<file path="src/rtl/mmu_fault_capture.sv">
module mmu_fault_capture #(
  parameter logic [3:0] IMPL_ID  = 4'h1,
  parameter logic [3:0] VERS_ID  = 4'h0,
  parameter int         CTX_W    = 8,
  parameter logic [7:0] TRAP_ASI = 8'h09
) (
  input  logic        clk,
  input  logic        rst_n,
  input  logic        flt_valid,
  input  logic [1:0]  flt_level,
  input  logic [2:0]  flt_access,
  input  logic [2:0]  flt_type,
  input  logic        flt_addr_ok,
  input  logic [31:0] flt_addr,
  input  logic [7:0]  flt_bus_err,
  input  logic [7:0]  flt_asi,
  input  logic        afl_valid,
  input  logic        afl_uce,
  input  logic        afl_bto,
  input  logic        afl_berr,
  input  logic [35:0] afl_paddr,
  input  logic        reg_sel,
  input  logic        reg_wr,
  input  logic [11:0] reg_addr,
  input  logic [31:0] reg_wdata,
  output logic [31:0] reg_rdata,
  output logic        trap_req
);
  localparam logic [11:0] OFF_CTL  = 12'h000;
  localparam logic [11:0] OFF_CTP  = 12'h100;
  localparam logic [11:0] OFF_CTX  = 12'h200;
  localparam logic [11:0] OFF_FSR  = 12'h300;
  localparam logic [11:0] OFF_FAR  = 12'h400;
  localparam logic [11:0] OFF_AFSR = 12'h500;
  localparam logic [11:0] OFF_AFAR = 12'h600;
  localparam logic [23:0] CTL_WMASK = 24'hFFFF83;

  logic [23:0]      ctl_q;
  logic [29:0]      ctp_q;
  logic [CTX_W-1:0] ctx_q;
  logic [17:0]      fsr_q;
  logic             fsr_full;
  logic [31:0]      far_q;
  logic [12:0]      afsr_q;
  logic [31:0]      afar_q;
  logic             trap_q;

  wire rd     = reg_sel & ~reg_wr;
  wire wr     = reg_sel & reg_wr;
  wire rd_fsr = rd & (reg_addr == OFF_FSR);
  wire rd_afs = rd & (reg_addr == OFF_AFSR);

  always_ff @(posedge clk) begin
    if (!rst_n) begin
      ctl_q <= '0;
      ctp_q <= '0;
      ctx_q <= '0;
    end else if (wr) begin
      case (reg_addr)
        OFF_CTL: ctl_q <= reg_wdata[23:0] & CTL_WMASK;
        OFF_CTP: ctp_q <= reg_wdata[31:2];
        OFF_CTX: ctx_q <= reg_wdata[CTX_W-1:0];
        default: ;
      endcase
    end
  end

  always_ff @(posedge clk) begin
    if (!rst_n) begin
      fsr_q    <= '0;
      fsr_full <= 1'b0;
      far_q    <= '0;
      trap_q   <= 1'b0;
    end else begin
      trap_q <= flt_valid & (~ctl_q[1] | (flt_asi == TRAP_ASI));
      if (flt_valid) begin
        fsr_q    <= {flt_bus_err, flt_level, flt_access, flt_type, flt_addr_ok,
                     fsr_full & ~rd_fsr};
        fsr_full <= 1'b1;
        if (flt_addr_ok) far_q <= flt_addr;
      end else if (rd_fsr) begin
        fsr_q    <= '0;
        fsr_full <= 1'b0;
      end
    end
  end

  always_ff @(posedge clk) begin
    if (!rst_n) begin
      afsr_q <= '0;
      afar_q <= '0;
    end else if (afl_valid) begin
      afsr_q <= {afl_uce, afl_bto, afl_berr, 2'b00, afl_paddr[35:32], 3'b000, 1'b1};
      afar_q <= afl_paddr[31:0];
    end else if (rd_afs) begin
      afsr_q <= '0;
    end
  end

  always_comb begin
    reg_rdata = '0;
    if (rd) begin
      case (reg_addr)
        OFF_CTL:  reg_rdata = {IMPL_ID, VERS_ID, ctl_q};
        OFF_CTP:  reg_rdata = {ctp_q, 2'b00};
        OFF_CTX:  reg_rdata = {{(32-CTX_W){1'b0}}, ctx_q};
        OFF_FSR:  reg_rdata = {14'd0, fsr_q};
        OFF_FAR:  reg_rdata = far_q;
        OFF_AFSR: reg_rdata = {19'd0, afsr_q};
        OFF_AFAR: reg_rdata = afar_q;
        default:  reg_rdata = '0;
      endcase
    end
  end

  assign trap_req = trap_q;
endmodule

</file>
<file path="config.mk">
export PLATFORM = sky130hd
export DESIGN_NAME = mmu_fault_capture
export DESIGN_NICKNAME = d
export VERILOG_FILES = /design/src/rtl/mmu_fault_capture.sv
export SDC_FILE = /design/constraint.sdc
export NUM_CORES = 1
export LEC_CHECK = 0
export BUFFER_PORTS_ARGS = -buffer_cell sky130_fd_sc_hd__buf_4
export CORE_MARGIN = 5
export CORE_UTILIZATION = 45
export CTS_CLUSTER_SIZE = 40
export DETAILED_ROUTE_END_ITERATION = 12
export PLACE_DENSITY = 0.8
export SYNTH_ARGS = -nofsm -noshare
export SYNTH_HDL_FRONTEND = slang
export SYNTH_SLANG_ARGS = --single-unit
</file>
<file path="constraint.sdc">
create_clock -name clk -period 1.7 [get_ports clk]
set_input_delay 0.085 -clock clk [delete_from_list [all_inputs] [get_ports clk]]
set_output_delay 0.085 -clock clk [all_outputs]
set_load 0.02 [all_outputs]
</file>
==> results.toml, run 1 <==
[status]
status = "finished with violations"
failed_checks = "negative setup slack"

[place]
gp_congestion = 0.9067
dp_slack_ps = -51.98
post-dp-hpwl_um = 14290
place_inst = 1069
port_buffers = 178
dpl_cell_area_um2 = 8018

[final_layout]
mostFrequentLayoutCells = "buf_4 (212), nand2_1 (169), dfxtp_1 (146)"
final_common_cell = "buf_4"
area_delta_synth_final_pct = 58.17
final_util = 0.7193
layout.cells.non_filler = 1228
nets = 1183
fill_cells = 1002
final_area_um2 = 9907
drive_gt1_frac = 0.2627

[power]
power_mw = 8.104
peakVddDrop_mv = 0.6879
power_density_nw_per_um2 = 818.0
p_leak_nw = 3.950

[clocking]
cts_tree = "done"
clockRootBuffer = "clkbuf_16"
htreeDepth = 4
insertion_delay_ps = 410
clk_path_buf_depth = 2
cts_inserted_buffers = 17
clock-sinks = 149
clkTransAtPathRegs_ps = 60

[timing]
fin_worst_skew_ps = 3.306
min_period_over_period = 1.076
hold_viol = 0
slew_headroom = 0.5517
worst_slack_ps = -128.4
setup_viol = 1
whs_ps = 53.13
fin_crit_ps = 1828
max_slew.worst_pin.slew_ps = 672.4
rsz0062_at_grt = "true"
max_freq_ghz = 0.5469
fin_setup_tns_ps = -128.4
drv_slew = 0

[yosys]
syn-cell-area_um2 = 6264
synth-async-reset-ratio = 0
synth_seq_cells = 149
synthTopCellsByArea = "dfxtp_1 (48%), nand2_1 (10%), a21oi_1 (6.6%), mux2i_1 (5.9%), a22oi_1 (3.7%)"
syn_nets = 881
postSynthAreaPerCell_um2 = 8.522
synth_edf_count = 0
yosys_warnings = 0
ys.flop_type = "dfxtp_1"
synthesis.instances = 735
ys_seq_area_frac = 0.4762
synth_top_area_frac = 0.4762
synth_top_area_cell = "dfxtp_1"
synth_cell_types = 40

[die]
core_um2 = 13770
die_width_um = 128.0
row_count = 43
pin_count = 179
die_h_um = 128.0
dieArea_um2 = 16380
start_util = 0.4548

[critical_path]
startpoint = "ctp_q[7]"
crit_type = "reg -> out"
crit_required_ps = 1620
end_kind = "primary output"
worstPathMaxFanout = 2
r2r_start = "ctl_q[1]"
r2r_cells = 2
critPathLaunchType = "flop"
cp.arrival_ps = 1740
reg2reg_to = "trap_req"
worst-r2r-setup-slack_ps = 940

[grt]
grt_pass1_wl_um = 35410
grt_antenna_before_repair = 1
grt_pass1_vias = 7028
track_usage = 0.2741
gr-total-overflow = 0
grt_max_degree = 77

[hold_path]
min_path_type = "in -> reg"
hold_start = "rst_n"
min_to = "ctl_q[20]"
whs_path_depth = 3

[route]
drtIter0Drc = 753
drc = 0
avgViaCountPerCell = 5.615
via_count = 6895
antenna_left = 0
drt-pass1-iter-count = 6
wl_per_cell_um = 18.80
finalWirelength_um = 23090

[job]
drv_cap = 0
[routing by layer]
| metal | part of all wire | routed length, µm | track usage | vias up |
|---|---|---|---|---|
| met4 | 0.034 | 783 | 0.1142 | 0 |
| li1 | - | - | - | 3226 |
| met2 | 0.48 | 11120 | 0.4575 | 368 |
| met3 | 0.089 | 2048 | 0.06208 | 61 |
| met1 | 0.40 | 9135 | 0.3413 | 3240 |
| met5 | 0 | 0 | 0 | - |
[repair_timing]
action,CTS,global route
setup buffers,2,2
resized for setup,1,17
setup endpoints to repair,4,15
pin swaps,3,6
hold buffers,124,0
cloned,0,1
hold endpoints to repair,146,0
[critical path: stages (launching register included)]
cell	delay, ps
dfxtp_1	310
a222oi_1	620
a21oi_1	190
buf_4	210
[how the worst max path moves through the flow]
stage          depth (start not counted)  slack (ps)            end
6_report                               3        -130   reg_rdata[9]
4_1_cts                                3         -40   reg_rdata[9]
3_3_place_gp                           6          70  reg_rdata[14]
5_1_grt                                3        -140   reg_rdata[9]
3_5_place_dp                           6         -50  reg_rdata[17]
2_1_floorplan                          7          60  reg_rdata[28]
[cells in the mapped netlist (all sizes together) (17+ instances only)]
cell type    n
buf         36
nand3       30
mux2i       37
a32o        17
o21ai       36
nand2      169
a21oi       83
dfxtp      149
clkbuf      29
a222oi      18
nor2        42
a22oi       31
[kinds of logic after synthesis]
| logic type | after synthesis | synth area share |
|---|---|---|
| AOI/OAI and AO/OA | 206 | 0.2181 |
| buffers and inverters | 67 | 0.04554 |
| DFF | 149 | 0.4762 |
| muxes | 37 | 0.05913 |
| and+or+nand+nor | 276 | 0.2010 |
[where the power goes]
group | total [mW] | internal (mW) | switching, mW
sequential | 3.69 | 3.61 | 0.0734
combinational | 1.04 | 0.595 | 0.448
clock | 3.37 | 2.02 | 1.35
[sequential cells by signal, summed over array words and instances, names as in the netlist]
name / flops
fsr_q: 18
afar_q: 32
fsr_full: 1
ctx_q: 8
ctl_q: 19
far_q: 32
afsr_q: 8
trap_req: 1
ctp_q: 30
[cell type report]
cell class | instances | area (µm²) | share of cell area
clock inverters | 5 | 25.02 | 0.002526
flip-flops and latches | 149 | 2989 | 0.3017
clock buffers | 24 | 501.7 | 0.05064
diodes | 1 | 2.502 | 0.0002526
well taps | 180 | 225.2 | 0.02273
inverters | 2 | 7.507 | 0.0007578
multi-input cells | 519 | 3078 | 0.3107
repair buffers | 348 | 3078 | 0.3107
No activity file was read; power rests on OpenSTA's default activity.
==> inputs of run 2 (changes only) <==
--- a/config.mk
+++ b/config.mk
@@ -5,12 +5,13 @@
 export SDC_FILE = /design/constraint.sdc
 export NUM_CORES = 1
 export LEC_CHECK = 0
+export ABC_AREA = 1
 export BUFFER_PORTS_ARGS = -buffer_cell sky130_fd_sc_hd__buf_4
 export CORE_MARGIN = 5
 export CORE_UTILIZATION = 45
 export CTS_CLUSTER_SIZE = 40
 export DETAILED_ROUTE_END_ITERATION = 12
-export PLACE_DENSITY = 0.8
+export PLACE_DENSITY = 0.79
 export SYNTH_ARGS = -nofsm -noshare
 export SYNTH_HDL_FRONTEND = slang
 export SYNTH_SLANG_ARGS = --single-unit
==> constraint.sdc (replaced) <==
create_clock -name clk -period 1.7 [get_ports clk]
set_input_delay 0.085 -clock clk [delete_from_list [all_inputs] [get_ports clk]]
set_output_delay 0.085 -clock clk [all_outputs]
set_load 0.01 [all_outputs]
==> results.toml, run 2 <==
[yosys]
yosysMostFrequentCell = "nand2_1"
synth_top_area_cell = "dfxtp_1"
synth_cell_types = 23
synthTopCellsByCount = "nand2_1 (207), nor2_1 (183), nand3_1 (179), dfxtp_1 (149), o21ai_0 (79)"
postSynthAreaPerCell_um2 = 6.805
synthesis.instances = 996
yosys_warnings = 0
synth_edf_count = 0
ys.flop_type = "dfxtp_1"
synth_top_area_frac = 0.4401
syn-cell-area_um2 = 6778
syn_nets = 1142
synth_seq_cells = 149
ys_seq_area_frac = 0.4401
synth-async-reset-ratio = 0
synthTopCellsByArea = "dfxtp_1 (44%), nand3_1 (13%), nand2_1 (11%), nor2_1 (10%), o21ai_0 (5.8%)"

[critical_path]
cpMaxStageDelayCell = "buf_6"
crit_family = "simple AND/OR/NAND/NOR gates"
r2r_cells = 2
reg2reg_to = "afar_q[7]"
worst-r2r-setup-slack_ps = 820
cp.arrival_ps = 1560
crit_path_cell_trace = "buf_4, nor2_1, nand2_2, nor2_4, buf_6, nand3_1, nand2_1, nor2_1, a21oi_1, buf_4"
crit_buf_inv = 3
end_kind = "primary output"
crit_required_ps = 1620
crit_type = "in -> out"
critPathLaunchType = "primary input"
max_stage_delay_ps = 260
r2r_start = "afar_q[7]"
worstPathMaxFanout = 35

[place]
port_buffers = 178
gp_congestion = 0.9617
post-dp-hpwl_um = 16240
dp_slack_ps = 2.064

[hold_path]
whs_path_depth = 3
min_to = "fsr_q[14]"
min_path_type = "in -> reg"
hold_start = "flt_valid"

[power]
p_clk_frac = 0.445
peakVddDrop_mv = 0.6931
seq_power_share = 0.440
p_sw_mw = 2.097
power_density_nw_per_um2 = 820.7
switching_share = 0.2471
p_int_mw = 6.389
p_leak_nw = 4.477
comb_power_share = 0.115
power_mw = 8.485

[route]
wl_per_cell_um = 16.75
antenna_left = 0
drc = 0
drtIter0Drc = 988
via_count = 8008
avgViaCountPerCell = 5.364
drt-pass1-iter-count = 7
finalWirelength_um = 25010

[die]
core_um2 = 14640
row_count = 44
die_width_um = 132.7
die_h_um = 132.7
start_util = 0.4628
pin_count = 179
dieArea_um2 = 17620

[timing]
drv_slew = 0
rsz0062_at_grt = "true"
fin_setup_tns_ps = 0
max_freq_ghz = 0.6074
max_slew.worst_pin.slew_ps = 466.6
min_period_over_period = 0.9685
slew_headroom = 0.6870
fin_worst_skew_ps = 2.264
fin_crit_ps = 1646
setup_viol = 0
worst_slack_ps = 53.58
hold_viol = 0

[final_layout]
nets = 1442
ff_latch_area_um2 = 2983
mostFrequentLayoutCells = "buf_4 (214), nand2_1 (204), nor2_1 (181)"
reg_top3 = "afar_q x32, far_q x32, ctp_q x30"
final_common_cell = "buf_4"
multi_input_area_um2 = 3344
drive_gt1_frac = 0.2154
area_delta_synth_final_pct = 52.56
fill_cells = 1102
diodes = 0

[clocking]
clockRootBuffer = "clkbuf_16"
clk_path_buf_depth = 2
insertion_delay_ps = 420
cts_inserted_buffers = 17
cts_tree = "done"
clock-sinks = 149
htreeDepth = 4
clkTransAtPathRegs_ps = 70

[grt]
grt_max_degree = 67
grt_pass1_vias = 7709
track_usage = 0.2772
gr-total-overflow = 0
grt_antenna_before_repair = 0
grt_pass1_wl_um = 39250

[job]
drv_cap = 0

[status]
status = "finished, final reports clean"
[run 2: cell types whose count changed after synthesis, moves of 12 or more]
| cell | before | now |
|---|---|---|
| mux2i_1 | 37 | 0 |
| nand2_1 | 169 | 207 |
| o21ai_1 | 34 | 5 |
| a222oi_1 | 18 | 0 |
| o21ai_0 | 2 | 79 |
| inv_1 | 0 | 23 |
| clkbuf_1 | 29 | 41 |
| nor2_1 | 42 | 183 |
| buf_2 | 24 | 12 |
| nand3_1 | 30 | 179 |
| a32o_1 | 17 | 0 |
| a22oi_1 | 31 | 0 |
[run 2: cells by family after synthesis]
| family | synth area share |
|---|---|
| buf+inv | 0.07181 |
| compound gates | 0.1165 |
| flops | 0.4401 |
| simple gates | 0.3716 |
[run 2: timing repair]
item                                    in CTS  in global routing
endpoints found under the hold margin      145                  0
buffers inserted                             1                  4
pin swaps                                    1                  2
resized for setup                            0                 13
hold buffers                               125                  0
endpoints found under the setup margin       1                 28
cloned                                       1                  1
[run 2: area by class of cell]
type                       count  area share
clock inverter                13     0.01428
tap                          184     0.02227
multi-input combinational    747      0.3235
inverter                      30     0.01113
timing repair buffer         351      0.2976
sequential                   149      0.2885
clock buffer                  19     0.04284
[run 2: worst max-delay path by stage]
stage                            from       endpoint  slack, ps  cells past startpoint
after floorplan           reg_addr[7]   reg_rdata[3]        460                     10
after global placement    reg_addr[7]   reg_rdata[4]          8                     10
after detailed placement  reg_addr[7]   reg_rdata[6]          2                     11
after CTS                 reg_addr[1]   reg_rdata[6]          9                     11
after global routing      reg_addr[5]   reg_rdata[5]        -40                     11
final                     reg_addr[5]  reg_rdata[12]         50                     10
[run 2: power groups by stage]
stage | sequential, mW | clock, mW | combinational [mW]
2_1_floorplan | 3.76 | 0 | 0.320
3_3_place_gp | 3.80 | 0 | 0.696
3_5_place_dp | 3.80 | 0 | 0.706
4_1_cts | 3.73 | 3.79 | 0.940
5_1_grt | 3.74 | 3.94 | 1.06
6_report | 3.74 | 3.78 | 0.974
[run 2: tightest hold or removal path, stage by stage]
cell	delay, ps
buf_4	190
nand3_1	80
o21ai_1	60
[run 2: through the flow]
step | std cells | util | cell area (µm²) | hold WS [ps]
after floorplan | 996 | - | 6778 | 219.9
after global routing | 1493 | 0.7061 | 10340 | 47.84
final | 1493 | 0.7061 | 10340 | 34.49
after CTS | 1488 | 0.7000 | 10250 | 11.92
after global placement | 1329 | 0.5733 | 8396 | 305.6
after detailed placement | 1329 | 0.5733 | 8396 | 311.1
[run 2: per-layer routing]
layer | routed length (µm) | track usage
met1 | 10230 | 0.3539
met2 | 11790 | 0.4543
met3 | 2216 | 0.06796
met4 | 772 | 0.1051
met5 | 0 | 0
